**src/rtl/pixel_unpack_pkg.sv**
```systemverilog
package pixel_unpack_pkg;

  localparam int CHAN_W = 8;
  localparam int CODE_W = 4;

  typedef enum logic [CODE_W-1:0] {
    FMT_ARGB32 = 4'h0,
    FMT_RGB24  = 4'h1,
    FMT_RGB16  = 4'h4,
    FMT_RGB15  = 4'h5,
    FMT_UYVY   = 4'hA,
    FMT_VYUY   = 4'hB
  } pix_fmt_e;

  function automatic logic fmt_known(input logic [CODE_W-1:0] f);
    return (f == FMT_ARGB32) || (f == FMT_RGB24) || (f == FMT_RGB16) ||
           (f == FMT_RGB15) || (f == FMT_UYVY) || (f == FMT_VYUY);
  endfunction

  // Two pixels per word for every 16-bit-per-pixel layout
  function automatic logic fmt_dual(input logic [CODE_W-1:0] f);
    return (f == FMT_RGB16) || (f == FMT_RGB15) ||
           (f == FMT_UYVY) || (f == FMT_VYUY);
  endfunction

  function automatic logic [CHAN_W-1:0] widen5(input logic [4:0] v);
    return {v, v[4:2]};
  endfunction

  function automatic logic [CHAN_W-1:0] widen6(input logic [5:0] v);
    return {v, v[5:4]};
  endfunction

endpackage

```
**src/rtl/pix_decode.sv**
```systemverilog
module pix_decode
  import pixel_unpack_pkg::*;
#(
  parameter int WORD_W = 32,
  parameter int CH_W   = CHAN_W,
  parameter int FMT_W  = CODE_W
) (
  input  logic [WORD_W-1:0] word_i,
  input  logic [FMT_W-1:0]  fmt_i,
  input  logic              half_i,
  output logic [WORD_W-1:0] pix_o
);

  localparam int HALF_W = WORD_W / 2;
  localparam int LANES  = WORD_W / CH_W;
  localparam logic [CH_W-1:0] OPAQUE = {CH_W{1'b1}};

  logic [LANES-1:0][CH_W-1:0] lane;
  logic [HALF_W-1:0]          sel_half;
  logic [CH_W-1:0]            luma;

  for (genvar g = 0; g < LANES; g++) begin : g_lane
    assign lane[g] = word_i[g*CH_W +: CH_W];
  end

  assign sel_half = half_i ? word_i[WORD_W-1:HALF_W] : word_i[HALF_W-1:0];
  assign luma     = half_i ? lane[3] : lane[1];

  always_comb begin
    case (fmt_i)
      FMT_ARGB32: pix_o = {lane[3], lane[2], lane[1], lane[0]};
      FMT_RGB24:  pix_o = {OPAQUE, lane[2], lane[1], lane[0]};
      FMT_RGB16:  pix_o = {OPAQUE, widen5(sel_half[15:11]),
                           widen6(sel_half[10:5]), widen5(sel_half[4:0])};
      FMT_RGB15:  pix_o = {OPAQUE, widen5(sel_half[14:10]),
                           widen5(sel_half[9:5]), widen5(sel_half[4:0])};
      FMT_UYVY:   pix_o = {OPAQUE, luma, lane[0], lane[2]};
      FMT_VYUY:   pix_o = {OPAQUE, luma, lane[2], lane[0]};
      default:    pix_o = '0;
    endcase
  end

endmodule

```
**src/rtl/word_hold.sv**
```systemverilog
module word_hold
  import pixel_unpack_pkg::*;
#(
  parameter int WORD_W = 32,
  parameter int FMT_W  = CODE_W
) (
  input  logic              clk,
  input  logic              rst,
  input  logic              in_valid_i,
  input  logic [WORD_W-1:0] in_word_i,
  input  logic [FMT_W-1:0]  in_fmt_i,
  output logic              in_ready_o,
  input  logic              take_i,
  output logic              hold_v_o,
  output logic [WORD_W-1:0] hold_word_o,
  output logic [FMT_W-1:0]  hold_fmt_o,
  output logic              hold_half_o,
  output logic              err_o
);

  logic last_beat;
  logic accept;

  assign last_beat  = !fmt_dual(hold_fmt_o) || hold_half_o;
  assign in_ready_o = !hold_v_o || (take_i && last_beat);
  assign accept     = in_valid_i && in_ready_o;

  always_ff @(posedge clk) begin
    if (rst) begin
      hold_v_o    <= 1'b0;
      hold_word_o <= '0;
      hold_fmt_o  <= '0;
      hold_half_o <= 1'b0;
      err_o       <= 1'b0;
    end else begin
      if (take_i) begin
        if (last_beat) hold_v_o    <= 1'b0;
        else           hold_half_o <= 1'b1;
      end
      if (accept) begin
        if (fmt_known(in_fmt_i)) begin
          hold_v_o    <= 1'b1;
          hold_word_o <= in_word_i;
          hold_fmt_o  <= in_fmt_i;
          hold_half_o <= 1'b0;
        end else begin
          err_o <= 1'b1;
        end
      end
    end
  end

endmodule

```
**src/rtl/pix_out_stage.sv**
```systemverilog
module pix_out_stage #(
  parameter int WORD_W = 32,
  parameter int CH_W   = 8
) (
  input  logic              clk,
  input  logic              rst,
  input  logic              src_v_i,
  input  logic [WORD_W-1:0] src_pix_i,
  input  logic              force_i,
  input  logic [CH_W-1:0]   force_alpha_i,
  output logic              take_o,
  output logic              out_valid_o,
  output logic [WORD_W-1:0] out_data_o,
  input  logic              out_ready_i
);

  localparam int COLOR_W = WORD_W - CH_W;

  logic load_slot;

  assign load_slot = !out_valid_o || out_ready_i;
  assign take_o    = src_v_i && load_slot;

  always_ff @(posedge clk) begin
    if (rst) begin
      out_valid_o <= 1'b0;
      out_data_o  <= '0;
    end else if (load_slot) begin
      out_valid_o <= src_v_i;
      if (src_v_i) begin
        out_data_o <= force_i ? {force_alpha_i, src_pix_i[COLOR_W-1:0]} : src_pix_i;
      end
    end
  end

endmodule

```
**src/rtl/pixel_unpack.sv**
```systemverilog
module pixel_unpack
  import pixel_unpack_pkg::*;
#(
  parameter int WORD_W = 32,
  parameter int CH_W   = CHAN_W,
  parameter int FMT_W  = CODE_W
) (
  input  logic              clk,
  input  logic              rst,
  input  logic [FMT_W-1:0]  src_fmt_i,
  input  logic              src_valid_i,
  input  logic [WORD_W-1:0] src_word_i,
  output logic              src_ready_o,
  input  logic              alpha_force_i,
  input  logic [CH_W-1:0]   alpha_value_i,
  output logic              pix_valid_o,
  output logic [WORD_W-1:0] pix_data_o,
  input  logic              pix_ready_i,
  output logic              fmt_err_o
);

  logic              hold_v;
  logic [WORD_W-1:0] hold_word;
  logic [FMT_W-1:0]  hold_fmt;
  logic              hold_half;
  logic              take;
  logic [WORD_W-1:0] dec_pix;

  word_hold #(.WORD_W(WORD_W), .FMT_W(FMT_W)) u_hold (
    .clk         (clk),
    .rst         (rst),
    .in_valid_i  (src_valid_i),
    .in_word_i   (src_word_i),
    .in_fmt_i    (src_fmt_i),
    .in_ready_o  (src_ready_o),
    .take_i      (take),
    .hold_v_o    (hold_v),
    .hold_word_o (hold_word),
    .hold_fmt_o  (hold_fmt),
    .hold_half_o (hold_half),
    .err_o       (fmt_err_o)
  );

  pix_decode #(.WORD_W(WORD_W), .CH_W(CH_W), .FMT_W(FMT_W)) u_dec (
    .word_i (hold_word),
    .fmt_i  (hold_fmt),
    .half_i (hold_half),
    .pix_o  (dec_pix)
  );

  pix_out_stage #(.WORD_W(WORD_W), .CH_W(CH_W)) u_out (
    .clk           (clk),
    .rst           (rst),
    .src_v_i       (hold_v),
    .src_pix_i     (dec_pix),
    .force_i       (alpha_force_i),
    .force_alpha_i (alpha_value_i),
    .take_o        (take),
    .out_valid_o   (pix_valid_o),
    .out_data_o    (pix_data_o),
    .out_ready_i   (pix_ready_i)
  );

endmodule

```
**config.mk**
```make
export PLATFORM = sky130hd
export DESIGN_NAME = pixel_unpack
export DESIGN_NICKNAME = d
export VERILOG_FILES = /design/src/rtl/pixel_unpack_pkg.sv /design/src/rtl/pix_decode.sv /design/src/rtl/word_hold.sv /design/src/rtl/pix_out_stage.sv /design/src/rtl/pixel_unpack.sv
export SDC_FILE = /design/constraint.sdc
export NUM_CORES = 1
export LEC_CHECK = 0
export BUFFER_PORTS_ARGS = -buffer_cell sky130_fd_sc_hd__clkbuf_2
export CORE_ASPECT_RATIO = 0.5
export CORE_UTILIZATION = 40
export CTS_CLUSTER_SIZE = 8
export DETAILED_ROUTE_END_ITERATION = 8
export GPL_TIMING_DRIVEN = 0
export REMOVE_ABC_BUFFERS = 1
export SYNTH_ARGS = -nofsm -noshare
export SYNTH_HDL_FRONTEND = slang
export SYNTH_SLANG_ARGS = --single-unit
```
**constraint.sdc**
```tcl
create_clock -name clk -period 2.75 [get_ports clk]
set_clock_uncertainty 0.2 [all_clocks]
set_input_delay 0.1375 -clock clk [delete_from_list [all_inputs] [get_ports clk]]
set_output_delay 0.1375 -clock clk [all_outputs]
set_load 0.03 [all_outputs]
```
Yosys cells after proc, flatten, opt, wreduce, memory -nomap -nowiden
Index checks and enable logic that the tools add are counted.

operators by class
  div/mod/pow operators = 0
  shifts and indexed selects = 0
  multiply operators = 0
  muxes and demuxes = 12
  add/subtract/negate cells = 0
  $lt $le $gt $ge = 0
  reductions and logical operators = 22
  equality and inequality tests = 10
  bitwise gates (word level) = 1

operators by type and width
  cell                number
  $pmux 32 s6         1
  $mux 32             1
  $eq 4x3->1 const B  4
  $eq 4x4->1 const B  4
  $mux 16             1
  $logic_or 1x1->1    11
  $eq 4x1->1 const B  2
  $logic_not 4->1     2
  $mux 1              8
  $mux 8              1
  $reduce_and 2->1    3
  $logic_and 1x1->1   3
  $logic_not 1->1     3
  $not 1->1           1

word-level totals
  ROM bits = 0
  output and inout port bits = 35
  bits in writable memories = 0
  input port bits = 49
  logic and storage cells = 52
  bits in latches = 0
  flip-flop bits (word level) = 72
  memories = 0

Logic depth before layout (Yosys ltp)
  depth in word-level cells = 10
  mapped depth = 7

By module
A second synthesis with hierarchy kept.

second synthesis, totals
  cells, all modules = 461
  area total of the unflattened synthesis = 4187.8 um^2

modules (own cells, without submodules)
  module         cells each  seq. area each (um^2)  area an instance (um^2)  times used
  word_hold      183         780.7                  1665.3                   1
  pix_out_stage  151         660.6                  1552.7                   1
  pix_decode     127         0.0                    969.7                    1

Worst setup path after synthesis
OpenSTA, ideal clock, no wires.

  kind = register -> register
  start = register u_hold.hold_fmt_o[1]
  end = register u_hold.hold_v_o
  clock period less this slack = 1895 ps
  setup time = 164 ps
  required time = 2386 ps
  arrival = 1531 ps
  cell stages (with the launch flop) = 6
  slack = 855 ps
  path buffers = 1
  cell sequence = dfxtp_1 or3b_1 buf_2 a21oi_4 o21ai_0 a21oi_1

between the ends
  cells in the longest elaborated chain, start to end = 10

ends and longest elaborated chain
  what                           line                    RTL
  from (decl)                    word_hold.sv:16         output logic [FMT_W-1:0] hold_fmt_o,
  from (signal assigned)         word_hold.sv:44         hold_fmt_o <= in_fmt_i;
  $eq 4x3->1                     pixel_unpack_pkg.sv:22  return (f == FMT_RGB16) || (f == FMT_RGB15) ||
  $logic_or 1x1->1 (2 in a row)  pixel_unpack_pkg.sv:22
  $logic_or 1x1->1 (*)           pixel_unpack_pkg.sv:23  (f == FMT_UYVY) || (f == FMT_VYUY);
  $logic_not 1->1 (*)            word_hold.sv:24         assign last_beat = !fmt_dual(hold_fmt_o) || hold_half_o;
  $logic_or 1x1->1 (*)           word_hold.sv:24
  $logic_and 1x1->1 (*)          word_hold.sv:25         assign in_ready_o = !hold_v_o || (take_i && last_beat);
  $logic_or 1x1->1 (*)           word_hold.sv:25
  via src_ready_o                pixel_unpack.sv:13      output logic src_ready_o,
  $logic_and 1x1->1 (*)          word_hold.sv:26         assign accept = in_valid_i && in_ready_o;
  $mux 1 (*)                     word_hold.sv:40         if (accept) begin
  to (signal assigned)           word_hold.sv:30         hold_v_o <= 1'b0;
  to (signal assigned)           word_hold.sv:37         if (last_beat) hold_v_o <= 1'b0;
  to (signal assigned)           word_hold.sv:42         hold_v_o <= 1'b1;
  to (decl)                      word_hold.sv:14         output logic hold_v_o,

The timed path passes the listed nets; every way through them passes the cells marked *.
A chain may end at the register's enable or synchronous reset.

Final worst setup path
  start = register u_hold.hold_fmt_o[3]
  end = register u_hold.hold_word_o[15]

between the ends
  cells in the longest elaborated chain, start to end = 10

ends and longest elaborated chain
  what                            line                    RTL
  $eq 4x3->1                      pixel_unpack_pkg.sv:22
  $logic_or 1x1->1 (2 in a row)   pixel_unpack_pkg.sv:22
  $logic_or 1x1->1 (*)            pixel_unpack_pkg.sv:23
  $logic_not 1->1 (*)             word_hold.sv:24
  $logic_or 1x1->1 (*)            word_hold.sv:24
  $logic_and 1x1->1 (*)           word_hold.sv:25
  $logic_or 1x1->1 (*)            word_hold.sv:25
  $logic_and 1x1->1 (*)           word_hold.sv:26
  $reduce_and 2->1 (no line) (*)  -
  to (signal assigned)            word_hold.sv:43         hold_word_o <= in_word_i;
  to (decl)                       word_hold.sv:15         output logic [WORD_W-1:0] hold_word_o,

Every way passes the cells marked *; elsewhere a longest branch is shown, timed or not.

==> impl_metrics.env <==
export IMPL_worstSetupStartpointType="flop"
export IMPL_crit_path_end_kind="flop"
export IMPL_finalWorstSetupSlack_ns=0.1832
export IMPL_grt_pass1_vias=2969
export IMPL_yosys_warnings=0
export IMPL_yosysTopAreaCellShare_pct=40.79
export IMPL_cts_tree="done"
export IMPL_worst_pin_slew_ns=1.141
export IMPL_finalInstanceArea_um2=4687
export IMPL_hold_end="u_hold.hold_fmt_o[1]$_SDFFE_PP0P_"
export IMPL_ys_seq_area_share_pct=40.79
export IMPL_fmax_mhz=389.6
export IMPL_clockPowerShare_pct=40.0
export IMPL_maxSlewViolCount=0
export IMPL_synth_ff_type="dfxtp_1"
export IMPL_critical_path_class="flop to flop"
export IMPL_finalPower_uw=2608
export IMPL_drt_first_pass_iters=5
export IMPL_top_layer="met4"
export IMPL_cp_num_cells=5
export IMPL_slew_limit_headroom_pct=23.95
export IMPL_grt_max_degree=73
export IMPL_hold_start="src_fmt_i[3]"
export IMPL_core_um2=8288
export IMPL_die_width_um=134.9
export IMPL_crit_path_cell_trace="or3b_1 -> a21oi_4 -> o31ai_4 -> buf_8 -> mux2i_1"
export IMPL_p_leak_uw=0.001846
export IMPL_hold_violations=0
export IMPL_area_growth_pct=32.65
export IMPL_arrival_ns=2.63
export IMPL_rsz0062_at_grt="no"
export IMPL_internal_power_uw=1920
export IMPL_htreeDepth=3
export IMPL_grt_overflow_total=0
export IMPL_seqPwrFrac_pct=44.6
export IMPL_peakVddDrop_mv=0.3067
export IMPL_cts_buffers=9
export IMPL_postLayoutCoreUtil_pct=56.55
export IMPL_drv_cap=0
export IMPL_drt_initial_drc_count=257
export IMPL_drt_met1_wl_um=5030
export IMPL_synth_seq_cells=72
export IMPL_synthArstFlopShare_pct=0
export IMPL_syn_area_per_cell_um2=9.178
export IMPL_cts_buffer_depth=2
export IMPL_place_congestion=0.8687
export IMPL_cp_top_family="compound AO/OA/AOI/OAI gates"
export IMPL_r2r_cells=5
export IMPL_wire_per_inst_um=16.23
export IMPL_hold_slack_ns=0.01010
export IMPL_synthTopCellsByCount="nand2_1, dfxtp_1, mux2i_1"
export IMPL_wl_met2_um=4135
export IMPL_required_ns=2.81
export IMPL_synth_edff_count=0
export IMPL_die_area_um2=9236
export IMPL_num_vias=3333
export IMPL_critPathLaunch="u_hold.hold_fmt_o[3]$_SDFFE_PP0P_"
export IMPL_wl_met3_um=656
export IMPL_n_antenna_cell=0
export IMPL_setup_viol=0
export IMPL_clk_latency_ns=0.33
export IMPL_cts_resized=0
export IMPL_pre_cts_ws_ns=0.05597
export IMPL_period_minus_slack_ns=2.567
export IMPL_start_util_pct=42.63
export IMPL_switchingPower_uw=688.0
export IMPL_detail_route_vias_per_cell=5.446
export IMPL_cts_root_buf="clkbuf_16"
export IMPL_critPathMaxStageDelay_ns=0.68
export IMPL_hold_class="input port to flop"
export IMPL_critPathBufInv=1
export IMPL_timing_rr_end="u_hold.hold_word_o[15]$_SDFFE_PP0P_"
export IMPL_hold_depth=3
export IMPL_nNetsFinal=544
export IMPL_switching_share_pct=26.38
export IMPL_r2r_start="u_hold.hold_fmt_o[3]$_SDFFE_PP0P_"
export IMPL_netlist_top_cells_area="dfxtp_1, mux2i_1, nand2_1"
export IMPL_critPathMaxFanout=15
export IMPL_ant_nets=0
export IMPL_combPwrFrac_pct=15.4
export IMPL_finalCritPeriodShare_pct=93.34
export IMPL_drive_gt1_share_pct=24.80
export IMPL_ios=84
export IMPL_grt_pass1_wl_um=15350
export IMPL_drc=0
export IMPL_cts_reportedPaths_clkPinSlew_ns=0.05
export IMPL_critPathSlowestCell="o31ai_4"
export IMPL_power_per_cell_area_nw_per_um2=556.4
export IMPL_num_rows=23
export IMPL_yosysTopAreaCell="dfxtp_1"
export IMPL_syn_inst=385
export IMPL_outcome="complete, no violations"
export IMPL_grt_usage_pct=22.26
export IMPL_totalWireLength_um=9932
export IMPL_synth_cell_type_count=48
export IMPL_antenna_found_initial=0
export IMPL_dp_hpwl_um=6646
export IMPL_port_buffers=83
export IMPL_syn_area_um2=3533
export IMPL_r2r_setup_slack_ns=0.18
export IMPL_die_h_um=68.46
export IMPL_yosysMostFrequentCell="nand2_1"
export IMPL_place_area_um2=3979
export IMPL_clock_sinks=72
## area by class of cell
type                       count  area [um2]
inverter                       3       11.26
multi-input combinational    280        1947
clock buffer                  16       261.5
fill                         767        3601
tap                          112       140.1
sequential                    72        1441
timing repair buffer         129       885.9
## routing by layer
metal  up-vias  global-route usage (%)
met3        11                   5.704
met5         -                       0
met4         0                   7.725
met2       109                   32.99
met1      1559                   31.22
li1       1654                       -
## metrics by stage
step                      setup TNS [ns]  cells
after floorplan                   -98.68    355
after global placement           -157.97    550
after detailed placement               0    552
after CTS                              0    612
after global routing                   0    612
final                                  0    612
## worst min-delay path, cell delays in order
cell and delay [ns]:
clkbuf_2 0.09, or2_2 0.12, o221a_2 0.17
## power by group through the flow
stage               clock (uW)  sequential, uW  combinational (uW)
CTS                       1070            1160                 399
global placement             0            1180                 354
detailed placement           0            1180                 350
finish                    1040            1160                 401
floorplan                    0            1180                 227
global route              1110            1170                 434
## placed cells by master, fill, tap and decap left out, types with 2 or more instances in the layout
cell type | netlist | final
a22o_1 | 7 | 7
a221oi_1 | 8 | 8
nand2b_1 | 2 | 2
clkbuf_16 | 0 | 9
inv_1 | 2 | 2
o21ai_0 | 14 | 14
mux2i_1 | 42 | 42
a2bb2oi_1 | 2 | 2
clkbuf_1 | 14 | 6
o221ai_1 | 2 | 2
a21oi_1 | 7 | 7
or2_2 | 3 | 3
and3b_1 | 2 | 2
nand3_1 | 11 | 11
o2bb2ai_1 | 16 | 16
clkbuf_2 | 0 | 83
nand2_1 | 86 | 86
o221a_2 | 2 | 2
a31oi_1 | 9 | 9
mux2_2 | 14 | 14
buf_8 | 0 | 2
a22oi_1 | 5 | 5
dlygate4sd3_1 | 0 | 44
nor2_1 | 13 | 12
nor3_2 | 2 | 2
dfxtp_1 | 72 | 72
a222oi_1 | 11 | 11
o211ai_1 | 2 | 2
## flip-flops by register name (all words and copies together), names as in the netlist
name and flops:
u_hold.hold_word_o 32, u_hold.hold_half_o 1, u_hold.hold_v_o 1, u_hold.err_o 1
u_hold.hold_fmt_o 4, u_out.out_valid_o 1, u_out.out_data_o 32
## what timing repair did
item	4_1_cts	5_1_grt
hold buffers	44	0
endpoints found under the hold margin	44	0
setup buffers	0	0
## logic make-up after synthesis
kind of cell / Yosys count / share of synthesized area [%]
DFF: 72 / 40.79
muxes: 56 / 16.36
AOI/OAI and AO/OA: 96 / 21.81
buffers and inverters: 33 / 4.745
and+or+nand+nor: 128 / 16.29
## how the worst max path moves through the flow
stage                                           to  slack, ns
3_5_place_dp     u_out.out_data_o[10]$_SDFFE_PP0N_       0.06
5_1_grt        u_hold.hold_word_o[15]$_SDFFE_PP0P_      0.005
4_1_cts          u_out.out_data_o[10]$_SDFFE_PP0N_       0.04
2_1_floorplan    u_hold.hold_fmt_o[1]$_SDFFE_PP0P_      -2.82
3_3_place_gp     u_hold.hold_fmt_o[1]$_SDFFE_PP0P_      -4.46
6_report       u_hold.hold_word_o[15]$_SDFFE_PP0P_       0.18
No activity file was read; power rests on OpenSTA's default activity.
